[src/rtl/mt_pkg.sv]
package mt_pkg;
   // request kinds
   localparam logic [1:0] RQ_READ   = 2'd0;
   localparam logic [1:0] RQ_WRITE  = 2'd1;
   localparam logic [1:0] RQ_ATOMIC = 2'd2;
   // response kinds
   localparam logic [1:0] RS_FILL   = 2'd0;
   localparam logic [1:0] RS_ATOMIC = 2'd1;
   localparam logic [1:0] RS_WACK   = 2'd2;
   // slot states
   localparam logic [1:0] LS_IDLE   = 2'd0;
   localparam logic [1:0] LS_FETCH  = 2'd1;
   localparam logic [1:0] LS_ATOMIC = 2'd2;
   localparam logic [1:0] LS_WRITE  = 2'd3;
endpackage

[src/rtl/mt_match.sv]
module mt_match #(
   parameter int N  = 4,
   parameter int AW = 16,
   localparam int IW = (N > 1) ? $clog2(N) : 1
) (
   input  logic [N-1:0]    busy,
   input  logic [N*AW-1:0] tags,
   input  logic [AW-1:0]   key,
   output logic            hit,
   output logic [IW-1:0]   idx
);
   logic [N-1:0] eq;

   for (genvar g = 0; g < N; g++) begin : g_cmp
      assign eq[g] = busy[g] && (tags[g*AW +: AW] == key);
   end

   assign hit = |eq;

   always_comb begin
      idx = '0;
      for (int i = N - 1; i >= 0; i--) begin
         if (eq[i]) idx = IW'(i);
      end
   end
endmodule

[src/rtl/mt_first_free.sv]
module mt_first_free #(
   parameter int N = 4,
   localparam int IW = (N > 1) ? $clog2(N) : 1
) (
   input  logic [N-1:0]  busy,
   output logic          any_free,
   output logic [IW-1:0] idx
);
   assign any_free = ~&busy;

   always_comb begin
      idx = '0;
      for (int i = N - 1; i >= 0; i--) begin
         if (!busy[i]) idx = IW'(i);
      end
   end
endmodule

[src/rtl/mt_entry.sv]
module mt_entry
   import mt_pkg::*;
#(
   parameter int AW = 16,
   parameter int NS = 8,
   parameter int CW = 4
) (
   input  logic          clk,
   input  logic          rst_n,
   input  logic          claim,
   input  logic [AW-1:0] claim_addr,
   input  logic [1:0]    claim_state,
   input  logic [NS-1:0] add_mask,
   input  logic          mark_dirty,
   input  logic          inc,
   input  logic          dec,
   input  logic          release_now,
   output logic          busy,
   output logic [AW-1:0] tag,
   output logic [1:0]    state,
   output logic [NS-1:0] waiters,
   output logic [CW-1:0] count,
   output logic          dirty,
   output logic          trig
);
   logic free_by_trig;
   logic drop;

   assign free_by_trig = trig && (count == '0) && !inc;
   assign drop         = release_now || free_by_trig;

   always_ff @(posedge clk) begin
      if (!rst_n) begin
         busy    <= 1'b0;
         tag     <= '0;
         state   <= LS_IDLE;
         waiters <= '0;
         count   <= '0;
         dirty   <= 1'b0;
         trig    <= 1'b0;
      end else begin
         trig <= dec && (count == CW'(1)) && !inc;
         if (drop) begin
            busy    <= 1'b0;
            state   <= LS_IDLE;
            waiters <= '0;
            count   <= '0;
            dirty   <= 1'b0;
         end else if (claim) begin
            busy    <= 1'b1;
            tag     <= claim_addr;
            state   <= claim_state;
            waiters <= add_mask;
            count   <= inc ? CW'(1) : '0;
            dirty   <= mark_dirty;
         end else if (busy) begin
            waiters <= waiters | add_mask;
            count   <= count + CW'(inc) - CW'(dec);
            dirty   <= dirty | mark_dirty;
         end
      end
   end
endmodule

[src/rtl/mt_table.sv]
module mt_table
   import mt_pkg::*;
#(
   parameter int NUM_ENTRIES = 4,
   parameter int NUM_SRC     = 8,
   parameter int ADDR_W      = 16,
   parameter int CNT_W       = 4
) (
   input  logic                           clk,
   input  logic                           rst_n,
   input  logic                           req_valid,
   input  logic [1:0]                     req_kind,
   input  logic [ADDR_W-1:0]              req_addr,
   input  logic [$clog2(NUM_SRC)-1:0]     req_src,
   output logic                           req_ready,
   output logic                           fwd_valid,
   output logic [1:0]                     fwd_kind,
   input  logic                           rsp_valid,
   input  logic [1:0]                     rsp_kind,
   input  logic [ADDR_W-1:0]              rsp_addr,
   output logic [NUM_SRC-1:0]             rsp_dest,
   output logic                           unblock,
   output logic                           done_valid,
   output logic [$clog2(NUM_ENTRIES)-1:0] done_idx,
   output logic                           underflow_err,
   output logic                           full,
   input  logic [ADDR_W-1:0]              lk_addr,
   output logic                           lk_hit,
   output logic [$clog2(NUM_ENTRIES)-1:0] lk_idx,
   output logic [1:0]                     lk_state,
   output logic [NUM_SRC-1:0]             lk_waiters,
   output logic [CNT_W-1:0]               lk_count,
   output logic                           lk_dirty,
   output logic                           full_unused_guard
);
   localparam int IW = $clog2(NUM_ENTRIES);
   localparam int SW = $clog2(NUM_SRC);

   if (NUM_ENTRIES < 2) begin : g_bad_entries
      $error("mt_table: NUM_ENTRIES must be at least 2");
   end
   if (NUM_SRC < 2) begin : g_bad_src
      $error("mt_table: NUM_SRC must be at least 2");
   end
   if (CNT_W < 1) begin : g_bad_cnt
      $error("mt_table: CNT_W must be at least 1");
   end

   logic [NUM_ENTRIES-1:0]        busy_vec;
   logic [NUM_ENTRIES*ADDR_W-1:0] tag_flat;
   logic [1:0]                    e_state   [NUM_ENTRIES];
   logic [NUM_SRC-1:0]            e_waiters [NUM_ENTRIES];
   logic [CNT_W-1:0]              e_count   [NUM_ENTRIES];
   logic [NUM_ENTRIES-1:0]        e_dirty;
   logic [NUM_ENTRIES-1:0]        trig_vec;

   logic          req_hit, rsp_hit;
   logic [IW-1:0] rq_idx, rs_idx, free_idx;
   logic          any_free;

   mt_match #(.N(NUM_ENTRIES), .AW(ADDR_W)) u_req_match (
      .busy(busy_vec), .tags(tag_flat), .key(req_addr), .hit(req_hit), .idx(rq_idx));
   mt_match #(.N(NUM_ENTRIES), .AW(ADDR_W)) u_rsp_match (
      .busy(busy_vec), .tags(tag_flat), .key(rsp_addr), .hit(rsp_hit), .idx(rs_idx));
   mt_match #(.N(NUM_ENTRIES), .AW(ADDR_W)) u_lk_match (
      .busy(busy_vec), .tags(tag_flat), .key(lk_addr), .hit(lk_hit), .idx(lk_idx));
   mt_first_free #(.N(NUM_ENTRIES)) u_free (
      .busy(busy_vec), .any_free(any_free), .idx(free_idx));

   // request side
   logic               is_read, is_write, is_atomic, merge_ok, accept;
   logic [NUM_SRC-1:0] src_mask, merged_set;
   logic [1:0]         open_state;

   assign is_read   = (req_kind == RQ_READ);
   assign is_write  = (req_kind == RQ_WRITE);
   assign is_atomic = (req_kind == RQ_ATOMIC);
   assign merge_ok  = (is_read && e_state[rq_idx] == LS_FETCH) ||
                      (is_atomic && e_state[rq_idx] == LS_ATOMIC);
   assign req_ready = req_hit ? merge_ok : any_free;
   assign accept    = req_valid && req_ready;
   assign src_mask  = (is_read || is_atomic) ? (NUM_SRC'(1) << req_src) : '0;
   assign merged_set = (req_hit ? e_waiters[rq_idx] : '0) | src_mask;
   assign fwd_valid = accept && (is_write || is_atomic ||
                                 (is_read && $countones(merged_set) == 1));
   assign fwd_kind  = req_kind;

   always_comb begin
      case (req_kind)
         RQ_WRITE:  open_state = LS_WRITE;
         RQ_ATOMIC: open_state = LS_ATOMIC;
         default:   open_state = LS_FETCH;
      endcase
   end

   // response side
   logic fill_hit, atom_hit;
   assign fill_hit = rsp_valid && rsp_hit && rsp_kind == RS_FILL &&
                     e_state[rs_idx] == LS_FETCH;
   assign atom_hit = rsp_valid && rsp_hit && rsp_kind == RS_ATOMIC;
   assign rsp_dest = fill_hit ? e_waiters[rs_idx] : '0;
   assign unblock  = fill_hit;
   assign underflow_err = atom_hit && (e_count[rs_idx] == '0);

   for (genvar g = 0; g < NUM_ENTRIES; g++) begin : g_slot
      logic               sel_new, sel_old, sel_any, rsp_sel;
      logic               dec_ok, rel;
      logic [NUM_SRC-1:0] mask_g;
      logic [ADDR_W-1:0]  tag_g;

      assign sel_new = accept && !req_hit && (free_idx == IW'(g));
      assign sel_old = accept && req_hit && (rq_idx == IW'(g));
      assign sel_any = sel_new || sel_old;
      assign mask_g  = sel_any ? src_mask : '0;
      assign rsp_sel = rsp_valid && rsp_hit && (rs_idx == IW'(g));
      assign dec_ok  = rsp_sel && rsp_kind == RS_ATOMIC &&
                       e_state[g] == LS_ATOMIC && e_count[g] != '0;
      assign rel     = rsp_sel &&
                       ((rsp_kind == RS_FILL && e_state[g] == LS_FETCH) ||
                        (rsp_kind == RS_WACK && e_state[g] == LS_WRITE));

      mt_entry #(.AW(ADDR_W), .NS(NUM_SRC), .CW(CNT_W)) u_entry (
         .clk(clk), .rst_n(rst_n),
         .claim(sel_new), .claim_addr(req_addr), .claim_state(open_state),
         .add_mask(mask_g), .mark_dirty(sel_any && is_write),
         .inc(sel_any && is_atomic), .dec(dec_ok), .release_now(rel),
         .busy(busy_vec[g]), .tag(tag_g), .state(e_state[g]),
         .waiters(e_waiters[g]), .count(e_count[g]), .dirty(e_dirty[g]),
         .trig(trig_vec[g]));

      assign tag_flat[g*ADDR_W +: ADDR_W] = tag_g;
   end

   assign done_valid = |trig_vec;
   always_comb begin
      done_idx = '0;
      for (int i = NUM_ENTRIES - 1; i >= 0; i--) begin
         if (trig_vec[i]) done_idx = IW'(i);
      end
   end

   assign full       = &busy_vec;
   assign lk_state   = lk_hit ? e_state[lk_idx] : LS_IDLE;
   assign lk_waiters = lk_hit ? e_waiters[lk_idx] : '0;
   assign lk_count   = lk_hit ? e_count[lk_idx] : '0;
   assign lk_dirty   = lk_hit && e_dirty[lk_idx];
   assign full_unused_guard = 1'b0;

   logic unused_sw;
   assign unused_sw = ^SW;
endmodule

[config.mk]
export PLATFORM = sky130hd
export DESIGN_NAME = mt_table
export DESIGN_NICKNAME = d
export VERILOG_FILES = /design/src/rtl/mt_pkg.sv /design/src/rtl/mt_match.sv /design/src/rtl/mt_first_free.sv /design/src/rtl/mt_entry.sv /design/src/rtl/mt_table.sv
export SDC_FILE = /design/constraint.sdc
export NUM_CORES = 1
export LEC_CHECK = 0
export ABC_AREA = 1
export BUFFER_PORTS_ARGS = -buffer_cell sky130_fd_sc_hd__clkbuf_2
export CORE_ASPECT_RATIO = 1.5
export CORE_MARGIN = 2
export CORE_UTILIZATION = 25
export CTS_CLUSTER_DIAMETER = 120
export DETAILED_ROUTE_END_ITERATION = 10
export GPL_TIMING_DRIVEN = 0
export SYNTH_ARGS = -nofsm -noshare
export SYNTH_HDL_FRONTEND = slang
export SYNTH_HIERARCHICAL = 1
export SYNTH_SLANG_ARGS = --single-unit
[constraint.sdc]
create_clock -name clk -period 8.5 [get_ports clk]
set_input_delay 1.7 -clock clk [delete_from_list [all_inputs] [get_ports clk]]
set_output_delay 1.7 -clock clk [all_outputs]
set_load 0.01 [all_outputs]
==> results of run 1 <==
[sequential cells by signal, summed over array words and instances (netlist names)]
name and count:
g_slot.u_entry/busy 4, g_slot.u_entry/count 16, g_slot.u_entry/dirty 4, g_slot.u_entry/state 8
g_slot.u_entry/tag 64, g_slot.u_entry/trig 4, g_slot.u_entry/waiters 32
[metal layers]
layer  wire, µm  GRT usage  up-vias
met4       2620      0.111        2
met2      22400      0.340      584
met3       3110     0.0297      143
li1           -          -     6028
met5         16          0        -
met1      17200      0.219     5833
[kinds of logic (layout without fill, tap and decap cells)]
kind of cell             count (synthesis)  in the layout
AND/OR/NAND/NOR                        985            985
XOR/XNOR                                46             46
adder cells (fa/ha/maj)                 35             35
flip-flops                             132            132
AO/OA/AOI/OAI                          303            303
other                                    1              3
buffers and inverters                  284            419
[cell type report]
cell class	instances	share of cell area
Tap cell	576	0.0547
Clock inverter	14	0.0134
Antenna cell	2	0.000380
Buffer	45	0.0237
Multi-Input combinational cell	1370	0.558
Clock buffer	18	0.0334
Sequential cell	132	0.201
Timing Repair Buffer	103	0.0461
Inverter	239	0.0694
[repair_timing]
action,in CTS,in global routing
pin swaps,0,5
setup endpoints to repair,1,1
resized for setup,12,40
buffers inserted,2,6
gates cloned,0,1
[worst paths after layout]
check	startpoint	endpoint	slack, ns	cells after the start
setup / recovery	req_addr[15]	fwd_valid	0.20	27
hold / removal	g_slot[3].u_entry/dirty	g_slot[3].u_entry/dirty	0.44	2
setup reg to reg	g_slot[2].u_entry/busy	g_slot[2].u_entry/tag[7]	4.13	17
hold reg to reg	g_slot[3].u_entry/dirty	g_slot[3].u_entry/dirty	0.44	2
[power groups by stage]
stage	Clock, mW	Combinational (mW)	Sequential [mW]
finish	0.783	0.254	0.661
global route	0.815	0.278	0.663
CTS	0.794	0.248	0.660
detailed placement	0	0.244	0.674
global placement	0	0.241	0.674
floorplan	0	0.153	0.661
[through the flow]
step / TNS (ns) / cell area (µm²) / utilization / instances / total power, mW
after floorplan: 0 / 11100 / - / 1786 / 0.814
after global placement: -0.154 / 12300 / 0.281 / 2456 / 0.914
after detailed placement: -0.206 / 12300 / 0.281 / 2456 / 0.918
after CTS: 0 / 13000 / 0.296 / 2490 / 1.70
after global routing: -0.0781 / 13200 / 0.300 / 2497 / 1.76
final: 0 / 13200 / 0.300 / 2499 / 1.70
[cells in the final DEF, fill, tap and decap left out, types with 8 or more instances in the layout]
cell / Yosys / layout
nand2_1: 533 / 528
inv_1: 207 / 202
nor2_1: 198 / 193
dfxtp_1: 132 / 132
o21ai_0: 89 / 86
a21oi_1: 84 / 84
clkbuf_2: 0 / 81
nand4_1: 69 / 69
nand2_2: 43 / 45
nand3_1: 47 / 44
xor2_1: 43 / 43
a21oi_2: 43 / 42
inv_2: 28 / 29
nor3_1: 29 / 28
ha_1: 27 / 27
nor2_2: 21 / 25
o22ai_1: 21 / 21
clkbuf_1: 18 / 18
clkbuf_16: 0 / 18
o21ai_1: 14 / 17
a22oi_1: 17 / 17
buf_4: 7 / 15
nor2_4: 12 / 13
o2bb2ai_1: 12 / 12
nand3_4: 12 / 12
buf_2: 8 / 12
a31oi_1: 8 / 8
fa_1: 8 / 8
[critical path, stage by stage]
cell and delay, ns:
clkbuf_4 0.18, clkinvlp_4 0.18, buf_12 0.17, nand2_1 0.05
nand2_1 0.06, nor2_1 0.15, nand2_1 0.09, nor2_1 0.14
nand3_2 0.14, a21oi_4 0.29, nor2_2 0.09, buf_6 0.15
o2bb2ai_1 0.12, o21ai_1 0.13, nand2_1 0.09, fa_1 0.55
inv_1 0.05, fa_1 0.47, inv_1 0.05, fa_1 0.48
ha_1 0.17, inv_1 0.06, fa_1 0.44, o2111a_1 0.25
a21oi_1 0.13, nor2_1 0.06, buf_4 0.15
==> results.json, run 1 <==
{
  "status": "finished clean",
  "ys_warn_count": 6,
  "synth_commonest_cells": "nand2_1, inv_1, nor2_1",
  "yosys.area.top_type_share": 0.238,
  "synth.area.mux_share": 0,
  "end_kind": "output port",
  "track_usage": 0.193,
  "synth-compound-area-share": 0.166,
  "clockPowerShare": 0.461,
  "die-area_um2": 46200,
  "vias_per_cell": 5.04,
  "setup_viol": 0,
  "setup.worst_path.class": "in -> out",
  "grt_pass1_wl_mm": 68.6,
  "dieWidth_um": 176,
  "clock_skew_ns": 0.0118,
  "wl_mm": 45.4,
  "num_io_pins": 96,
  "p_per_area_nw_per_um2": 129,
  "power_frac_seq": 0.389,
  "post-route-period-util": 0.977,
  "fin_ws_ns": 0.196,
  "cts_max_path_buffers": 2,
  "relSlewSlack": 0.246,
  "grt_pass1_vias": 11958,
  "async_flop_share": 0,
  "h-tree-depth": 4,
  "clock_sinks": 132,
  "ys_ff_latch": 132,
  "fin_crit_ns": 8.30,
  "regArea_um2": 2640,
  "cts_hold_buffers": 0,
  "syn_nets": 1880,
  "cts_root_buf": "clkbuf_16",
  "synthTopCellsByArea": "dfxtp_1, nand2_1, inv_1",
  "synth_cell_types": 48,
  "ir_worst_vdd_mv": 0.130,
  "cts_tree": "yes",
  "holdCritPathClass": "reg -> reg",
  "synth_seq_area_share": 0.238,
  "rows": 94,
  "nNetsFinal": 2002,
  "drt_drc_violations_left": 0,
  "ant_nets": 0,
  "worst_pin_slew_ns": 1.10,
  "clk_pin_slew_ns": 0.07,
  "initial_core_util": 0.254,
  "avgRoutedWirePerCell_um": 18.2,
  "p_sw_frac": 0.301,
  "coreArea_um2": 43900,
  "grt_antenna_before_repair": 1,
  "combPwrFrac": 0.150,
  "synth_cells": 1786,
  "yosysMostFrequentCell": "nand2_1",
  "drt_first_pass_iters": 7,
  "nFillCells": 4902,
  "vias": 12590,
  "synth_top_family_by_area": "simple AND/OR/NAND/NOR gates",
  "cp.arrival_ns": 6.60,
  "drt-initial-drc-count": 1163,
  "routabilityCongestion": 0.976,
  "place_hpwl_mm": 35.8,
  "grt_max_degree": 17,
  "syn_to_final_growth_pct": 18.3,
  "synthAdderAreaFrac": 0.0448,
  "io_buffers": 94,
  "startpoint_type": "primary input",
  "synth_flop_cell": "dfxtp_1",
  "switchingPower_mw": 0.510,
  "grt_overflow": 0,
  "timing.fmax_mhz": 120,
  "final_hold_viol_count": 0,
  "clkLatencyLatePin_ns": 0.44,
  "multi_input_area_um2": 7350,
  "pre_cts_ws_ns": -0.206,
  "drv_slew": 0,
  "numCtsBuffers": 17,
  "synthesis.area_um2": 11100,
  "synth_edf_count": 0,
  "internal_power_mw": 1.19,
  "synthSimpleGateAreaFrac": 0.406,
  "hold_slack_ns": 0.443,
  "cap_violations": 0,
  "synth-xor-area-share": 0.0362,
  "synth.largest_area_cell": "dfxtp_1",
  "p_leak_nw": 5.27,
  "cp_max_fo": 10,
  "worstPathRequired_ns": 6.80,
  "layout-drive-gt1-share": 0.181,
  "die_h_um": 262,
  "syn_area_per_cell_um2": 6.23
}
(Power assumes the default switching activity.)
==> run 2, diff against run 1 <==
==> constraint.sdc (replaced) <==
create_clock -name clk -period 8.5 [get_ports clk]
set_input_delay 0.85 -clock clk [delete_from_list [all_inputs] [get_ports clk]]
set_output_delay 0.85 -clock clk [all_outputs]
set_load 0.01 [all_outputs]
==> run 2 against run 1 <==
Compared with the run above:
- maximum frequency grew 16%
- setup slack gained 1.2 ns
- global-route usage is essentially flat
- sequential share of layout area grew 0.36 points
- first-iteration DRC count shrank 0.69%
- highest routed layer unchanged
- non-clock buffer count shrank 9
- final area shrank 1.8%
- combinational power shrank 2%
- sequential power is essentially flat
==> results.json, run 2 (same netlist as run 1, synthesis figures left out) <==
{
  "drt-initial-drc-count": 1155,
  "hold_slack_ns": 0.448,
  "end_kind": "output port",
  "p_leak_nw": 5.20,
  "io_buffers": 94,
  "startpoint_type": "primary input",
  "final_common_cell": "nand2_1",
  "reg2reg_slack_ns": 4.13,
  "setup_viol": 0,
  "grt_overflow": 0,
  "post-route-period-util": 0.840,
  "place_hpwl_mm": 35.8,
  "design_area_um2": 12900,
  "vias_per_cell": 5.04,
  "num_io_pins": 96,
  "top_regs": "g_slot.u_entry/tag: 64 flops, g_slot.u_entry/waiters: 32 flops, g_slot.u_entry/count: 16 flops",
  "track_usage": 0.193,
  "setup_tns_ns": 0,
  "grt_pass1_vias": 11943,
  "layout-drive-gt1-share": 0.167,
  "drv_slew": 0,
  "mostFrequentLayoutCells": "nand2_1, inv_1, nor2_1",
  "avgRoutedWirePerCell_um": 18.2,
  "grt_antenna_before_repair": 1,
  "ir_worst_vdd_mv": 0.131,
  "clkLatencyLatePin_ns": 0.44,
  "min_to": "g_slot[3].u_entry/dirty",
  "largest_reg_flops": 64,
  "h-tree-depth": 4,
  "post_dp_cell_area_um2": 12300,
  "syn_to_final_growth_pct": 16.3,
  "crit_buf_inv": 9,
  "regArea_um2": 2640,
  "setup.worst_path.class": "in -> out",
  "cts_root_buf": "clkbuf_16",
  "reg2regPathDepth": 26,
  "coreArea_um2": 43900,
  "nFillCells": 4922,
  "worst_pin_slew_ns": 1.07,
  "drt_first_pass_iters": 8,
  "rsz0062_at_grt": "no",
  "clock_sinks": 132,
  "initial_core_util": 0.254,
  "cap_violations": 0,
  "wl_mm": 45.2,
  "cts_setup_buffers": 0,
  "routabilityCongestion": 0.976,
  "cp.depth": 28,
  "drt_drc_violations_left": 0,
  "min_delay_path_depth": 2,
  "timing.fmax_mhz": 140,
  "cts_tree": "yes",
  "grt_pass1_wl_mm": 68.5,
  "reg2reg_from": "g_slot[2].u_entry/busy",
  "cts_max_path_buffers": 2,
  "numCtsBuffers": 17,
  "crit_slowest_cell": "fa_1",
  "p_per_area_nw_per_um2": 131,
  "holdCritPathClass": "reg -> reg",
  "die-area_um2": 46200,
  "fin_crit_ns": 7.14,
  "clock_skew_ns": 0.0116,
  "min_from": "g_slot[3].u_entry/dirty",
  "rr_endpoint": "g_slot[1].u_entry/waiters[1]",
  "die_h_um": 262,
  "finalPower_mw": 1.69,
  "final_hold_viol_count": 0,
  "cpLargestDelayFamily": "adder cells",
  "regMostFlops": "g_slot.u_entry/tag",
  "status": "finished clean",
  "slowest_delay_ns": 0.55,
  "ant_nets": 0,
  "grt_max_degree": 17,
  "multi_input_area_um2": 7280,
  "cts_hold_buffers": 0,
  "worstPathRequired_ns": 7.65,
  "vias": 12552,
  "clk_pin_slew_ns": 0.06,
  "nNetsFinal": 1993,
  "rows": 94,
  "cp_max_fo": 10,
  "relSlewSlack": 0.268,
  "cp.arrival_ns": 6.29,
  "dieWidth_um": 176,
  "cts_resized": 0
}
run 2: worst max path at each step:
stage	startpoint	end
after floorplan	req_addr[15]	fwd_valid
after global placement	req_addr[0]	fwd_valid
after detailed placement	req_addr[5]	fwd_valid
after CTS	req_addr[5]	fwd_valid
after global routing	req_addr[9]	fwd_valid
final	req_addr[8]	fwd_valid
run 2: layer usage:
metal	wire, µm	up-vias	track usage
li1	-	6008	-
met1	17200	5826	0.219
met2	22200	574	0.339
met3	3080	142	0.0288
met4	2640	2	0.113
met5	16	-	0
run 2: power breakdown:
| group | switching [mW] | leakage [nW] | internal [mW] | total [mW] |
|---|---|---|---|---|
| logic | 0.168 | 3.84 | 0.0799 | 0.248 |
| clock network | 0.312 | 0.291 | 0.472 | 0.784 |
| registers | 0.0296 | 1.07 | 0.631 | 0.661 |
run 2: final cells by class:
type                       instances  share of cell area
sequential                       132               0.204
timing repair buffer              94              0.0364
clock inverter                    14              0.0136
buffer                            45              0.0238
antenna                            1            0.000193
tap                              576              0.0557
clock buffer                      18              0.0340
multi-input combinational       1370               0.563
inverter                         239              0.0694
run 2: through the flow:
| step | setup WS (ns) | cells | utilization |
|---|---|---|---|
| after global placement | 1.55 | 2456 | 0.281 |
| after CTS | 1.47 | 2488 | 0.295 |
| after global routing | 1.06 | 2488 | 0.295 |
| after detailed placement | 1.49 | 2456 | 0.281 |
| final | 1.36 | 2489 | 0.295 |
| after floorplan | 2.68 | 1786 | - |
run 2: worst min-delay path: stages, from the launching register on:
cell and delay (ns):
dfxtp_1 0.31, nand2_1 0.06, nand2_1 0.04
==> run 3, diff against run 2 <==
--- a/config.mk
+++ b/config.mk
@@ -5,7 +5,7 @@
 export SDC_FILE = /design/constraint.sdc
 export NUM_CORES = 1
 export LEC_CHECK = 0
-export ABC_AREA = 1
+export ABC_AREA = 0
 export BUFFER_PORTS_ARGS = -buffer_cell sky130_fd_sc_hd__clkbuf_2
 export CORE_ASPECT_RATIO = 1.5
 export CORE_MARGIN = 2
==> constraint.sdc (replaced) <==
create_clock -name clk -period 6.4 [get_ports clk]
set_input_delay 0.64 -clock clk [delete_from_list [all_inputs] [get_ports clk]]
set_output_delay 0.64 -clock clk [all_outputs]
set_load 0.01 [all_outputs]
==> run 3 against run 2 <==
Compared with the run above:
- non-clock buffer count grew 27
- flip-flop and latch count unchanged
- worst hold slack gained 0.056 ns
- final area decreased by 3.2%
- via count shrank 24%
- clock skew is 0.00067 ns higher
- cell count shrank 27%
- utilization increased by 1.1 points
- clock power rose by 44%
- the run now ends with setup timing left
- total power grew 41%
- critical endpoint unchanged
- sequential power rose by 32%
==> results.json, run 3 <==
{
  "status": "finished with violations",
  "violations": "setup timing",
  "drt_first_pass_iters": 6,
  "stdcell_count": 1819,
  "drt-initial-drc-count": 779,
  "worstPathRequired_ns": 5.76,
  "numCtsBuffers": 17,
  "async_flop_share": 0,
  "syn_nets": 1271,
  "setup_tns_ns": -0.0298,
  "reg2reg_from": "g_slot[3].u_entry/tag[14]",
  "grt_overflow": 0,
  "synth_cell_types": 64,
  "ys_ff_latch": 132,
  "avgRoutedWirePerCell_um": 20.2,
  "yosysMostFrequentCell": "nand2_1",
  "synth_seq_area_share": 0.257,
  "setup_viol": 1,
  "coreArea_um2": 40900,
  "hold_slack_ns": 0.504,
  "crit_chain": "clkbuf_4, xnor2_2, nand3_1, nor4_4, o211ai_1, a32oi_2, buf_6, mux4_2, a21o_1, fa_1, inv_1, fa_1, inv_1, fa_1, ha_2, inv_2, fa_2, nor3b_2, a22o_1, a41oi_2, nor3_2, buf_2",
  "rr_endpoint": "g_slot[1].u_entry/waiters[1]",
  "cp.arrival_ns": 5.79,
  "cp_max_fo": 8,
  "cts_hold_buffers": 0,
  "diodes": 0,
  "combPwrFrac": 0.158,
  "rows": 91,
  "drt_drc_violations_left": 0,
  "yosys.area.top_type_share": 0.257,
  "crit_slowest_cell": "fa_1",
  "reg2reg_slack_ns": 1.49,
  "utilization": 0.306,
  "clkLatencyLatePin_ns": 0.44,
  "num_io_pins": 96,
  "post_dp_cell_area_um2": 11400,
  "p_sw_frac": 0.273,
  "grt_pass1_vias": 9321,
  "crit_path_frequent_cell": "fa_1",
  "cts_root_buf": "clkbuf_16",
  "drv_slew": 0,
  "reg2regPathDepth": 15,
  "top_regs": "g_slot.u_entry/tag: 64 flops, g_slot.u_entry/waiters: 32 flops, g_slot.u_entry/count: 16 flops",
  "h-tree-depth": 4,
  "clk_pin_slew_ns": 0.06,
  "synth.largest_area_cell": "dfxtp_1",
  "layout-drive-gt1-share": 0.193,
  "fin_ws_ns": -0.0298,
  "slowest_delay_ns": 0.53,
  "synth_edf_count": 0,
  "ant_nets": 0,
  "holdCritPathClass": "reg -> reg",
  "synthTopCellsByArea": "dfxtp_1, xnor2_1, mux2i_1",
  "end_kind": "output port",
  "grt_antenna_before_repair": 1,
  "p_per_area_nw_per_um2": 190,
  "nNetsFinal": 1390,
  "die-area_um2": 42800,
  "relSlewSlack": 0.339,
  "cts_tree": "yes",
  "switchingPower_mw": 0.650,
  "power_frac_seq": 0.367,
  "min_delay_path_depth": 2,
  "ir_worst_vdd_mv": 0.167,
  "cts_max_path_buffers": 2,
  "finalPower_mw": 2.38,
  "setup.worst_path.class": "in -> out",
  "dieWidth_um": 170,
  "die_h_um": 252,
  "cap_violations": 0,
  "clockPowerShare": 0.474,
  "clock_sinks": 132,
  "post-route-period-util": 1.00,
  "synth_flop_cell": "dfxtp_1",
  "final_hold_viol_count": 0,
  "synth_commonest_cells": "nand2_1, xnor2_1, dfxtp_1",
  "grt_pass1_wl_mm": 54.8,
  "vias": 9518,
  "largest_reg_flops": 64,
  "startpoint_type": "primary input",
  "worst_pin_slew_ns": 0.991,
  "mostFrequentLayoutCells": "nand2_1, xnor2_1, dfxtp_1",
  "regMostFlops": "g_slot.u_entry/tag",
  "clock_skew_ns": 0.0123,
  "routabilityCongestion": 0.966,
  "min_to": "g_slot[3].u_entry/tag[15]",
  "design_area_um2": 12500,
  "p_leak_nw": 4.49,
  "grt_max_degree": 17,
  "synth_cells": 1177,
  "pre_cts_ws_ns": -1.18,
  "track_usage": 0.170,
  "ys_warn_count": 6,
  "vias_per_cell": 5.23,
  "place_hpwl_mm": 27.7,
  "dp.cells": 1777,
  "synthesis.area_um2": 10300,
  "fin_crit_ns": 6.43,
  "io_buffers": 89,
  "rsz0062_at_grt": "yes",
  "final_common_cell": "nand2_1",
  "syn_to_final_growth_pct": 21.9,
  "timing.fmax_mhz": 156,
  "wl_mm": 36.8,
  "min_from": "g_slot[3].u_entry/tag[15]",
  "syn_area_per_cell_um2": 8.73,
  "internal_power_mw": 1.73,
  "initial_core_util": 0.251
}
[run 3: per-layer routing]
layer,track usage,routed length [µm],vias to the layer above,share of wire
met5,0,11,-,0.00030
met4,0.0904,2070,2,0.056
met3,0.0327,2840,111,0.077
met2,0.289,17500,545,0.48
met1,0.202,14300,4538,0.39
li1,-,-,4322,-
[run 3: worst max-delay path by stage]
stage	end	slack [ns]	depth (start not counted)	startpoint
global route	fwd_valid	-0.24	21	g_slot[3].u_entry/tag[14]
global placement	fwd_valid	-1.07	24	req_addr[15]
finish	fwd_valid	-0.03	22	req_addr[14]
floorplan	fwd_valid	0.15	22	req_addr[15]
detailed placement	fwd_valid	-1.18	24	req_addr[15]
CTS	fwd_valid	-0.09	21	g_slot[3].u_entry/tag[5]
[run 3: cell type report]
type,count,area (µm²)
fillers,4178,28400
multi-input cells,931,7210
flip-flops and latches,132,2690
repair buffers,101,707
well taps,511,639
clock buffers,19,433
plain buffers,65,430
clock inverters,12,230
inverters,48,180
[run 3: repair_timing]
| action | in CTS | in global routing |
|---|---|---|
| setup buffers | 10 | 2 |
| gates cloned | 0 | 0 |
| setup endpoints to repair | 1 | 1 |
| gates resized for setup | 74 | 28 |
| pin swaps | 22 | 9 |
[run 3: cell families after synthesis]
group                      Yosys count  share of synthesized area
and+or+nand+nor                    474                      0.229
buffers and inverters              114                     0.0575
other                                1                   0.000365
muxes                              119                      0.157
adders and majority gates           35                     0.0485
xor gates and xnor gates           200                      0.175
DFF                                132                      0.257
AOI/OAI and AO/OA                  102                     0.0755
[run 3: worst max-delay path, delay by kind of cell]
family | cells | cell delay [ns]
adders and majority gates | 5 | 2.01
and+or+nand+nor | 4 | 0.81
buffers and inverters | 6 | 0.71
xor gates and xnor gates | 1 | 0.21
AOI/OAI and AO/OA | 5 | 0.92
muxes | 1 | 0.50
[run 3: power groups by stage]
stage	clock, mW	sequential [mW]	combinational, mW
after global routing	1.17	0.877	0.398
after detailed placement	0	0.897	0.348
after CTS	1.14	0.877	0.364
final	1.13	0.874	0.377
after floorplan	0	0.884	0.230
after global placement	0	0.896	0.341
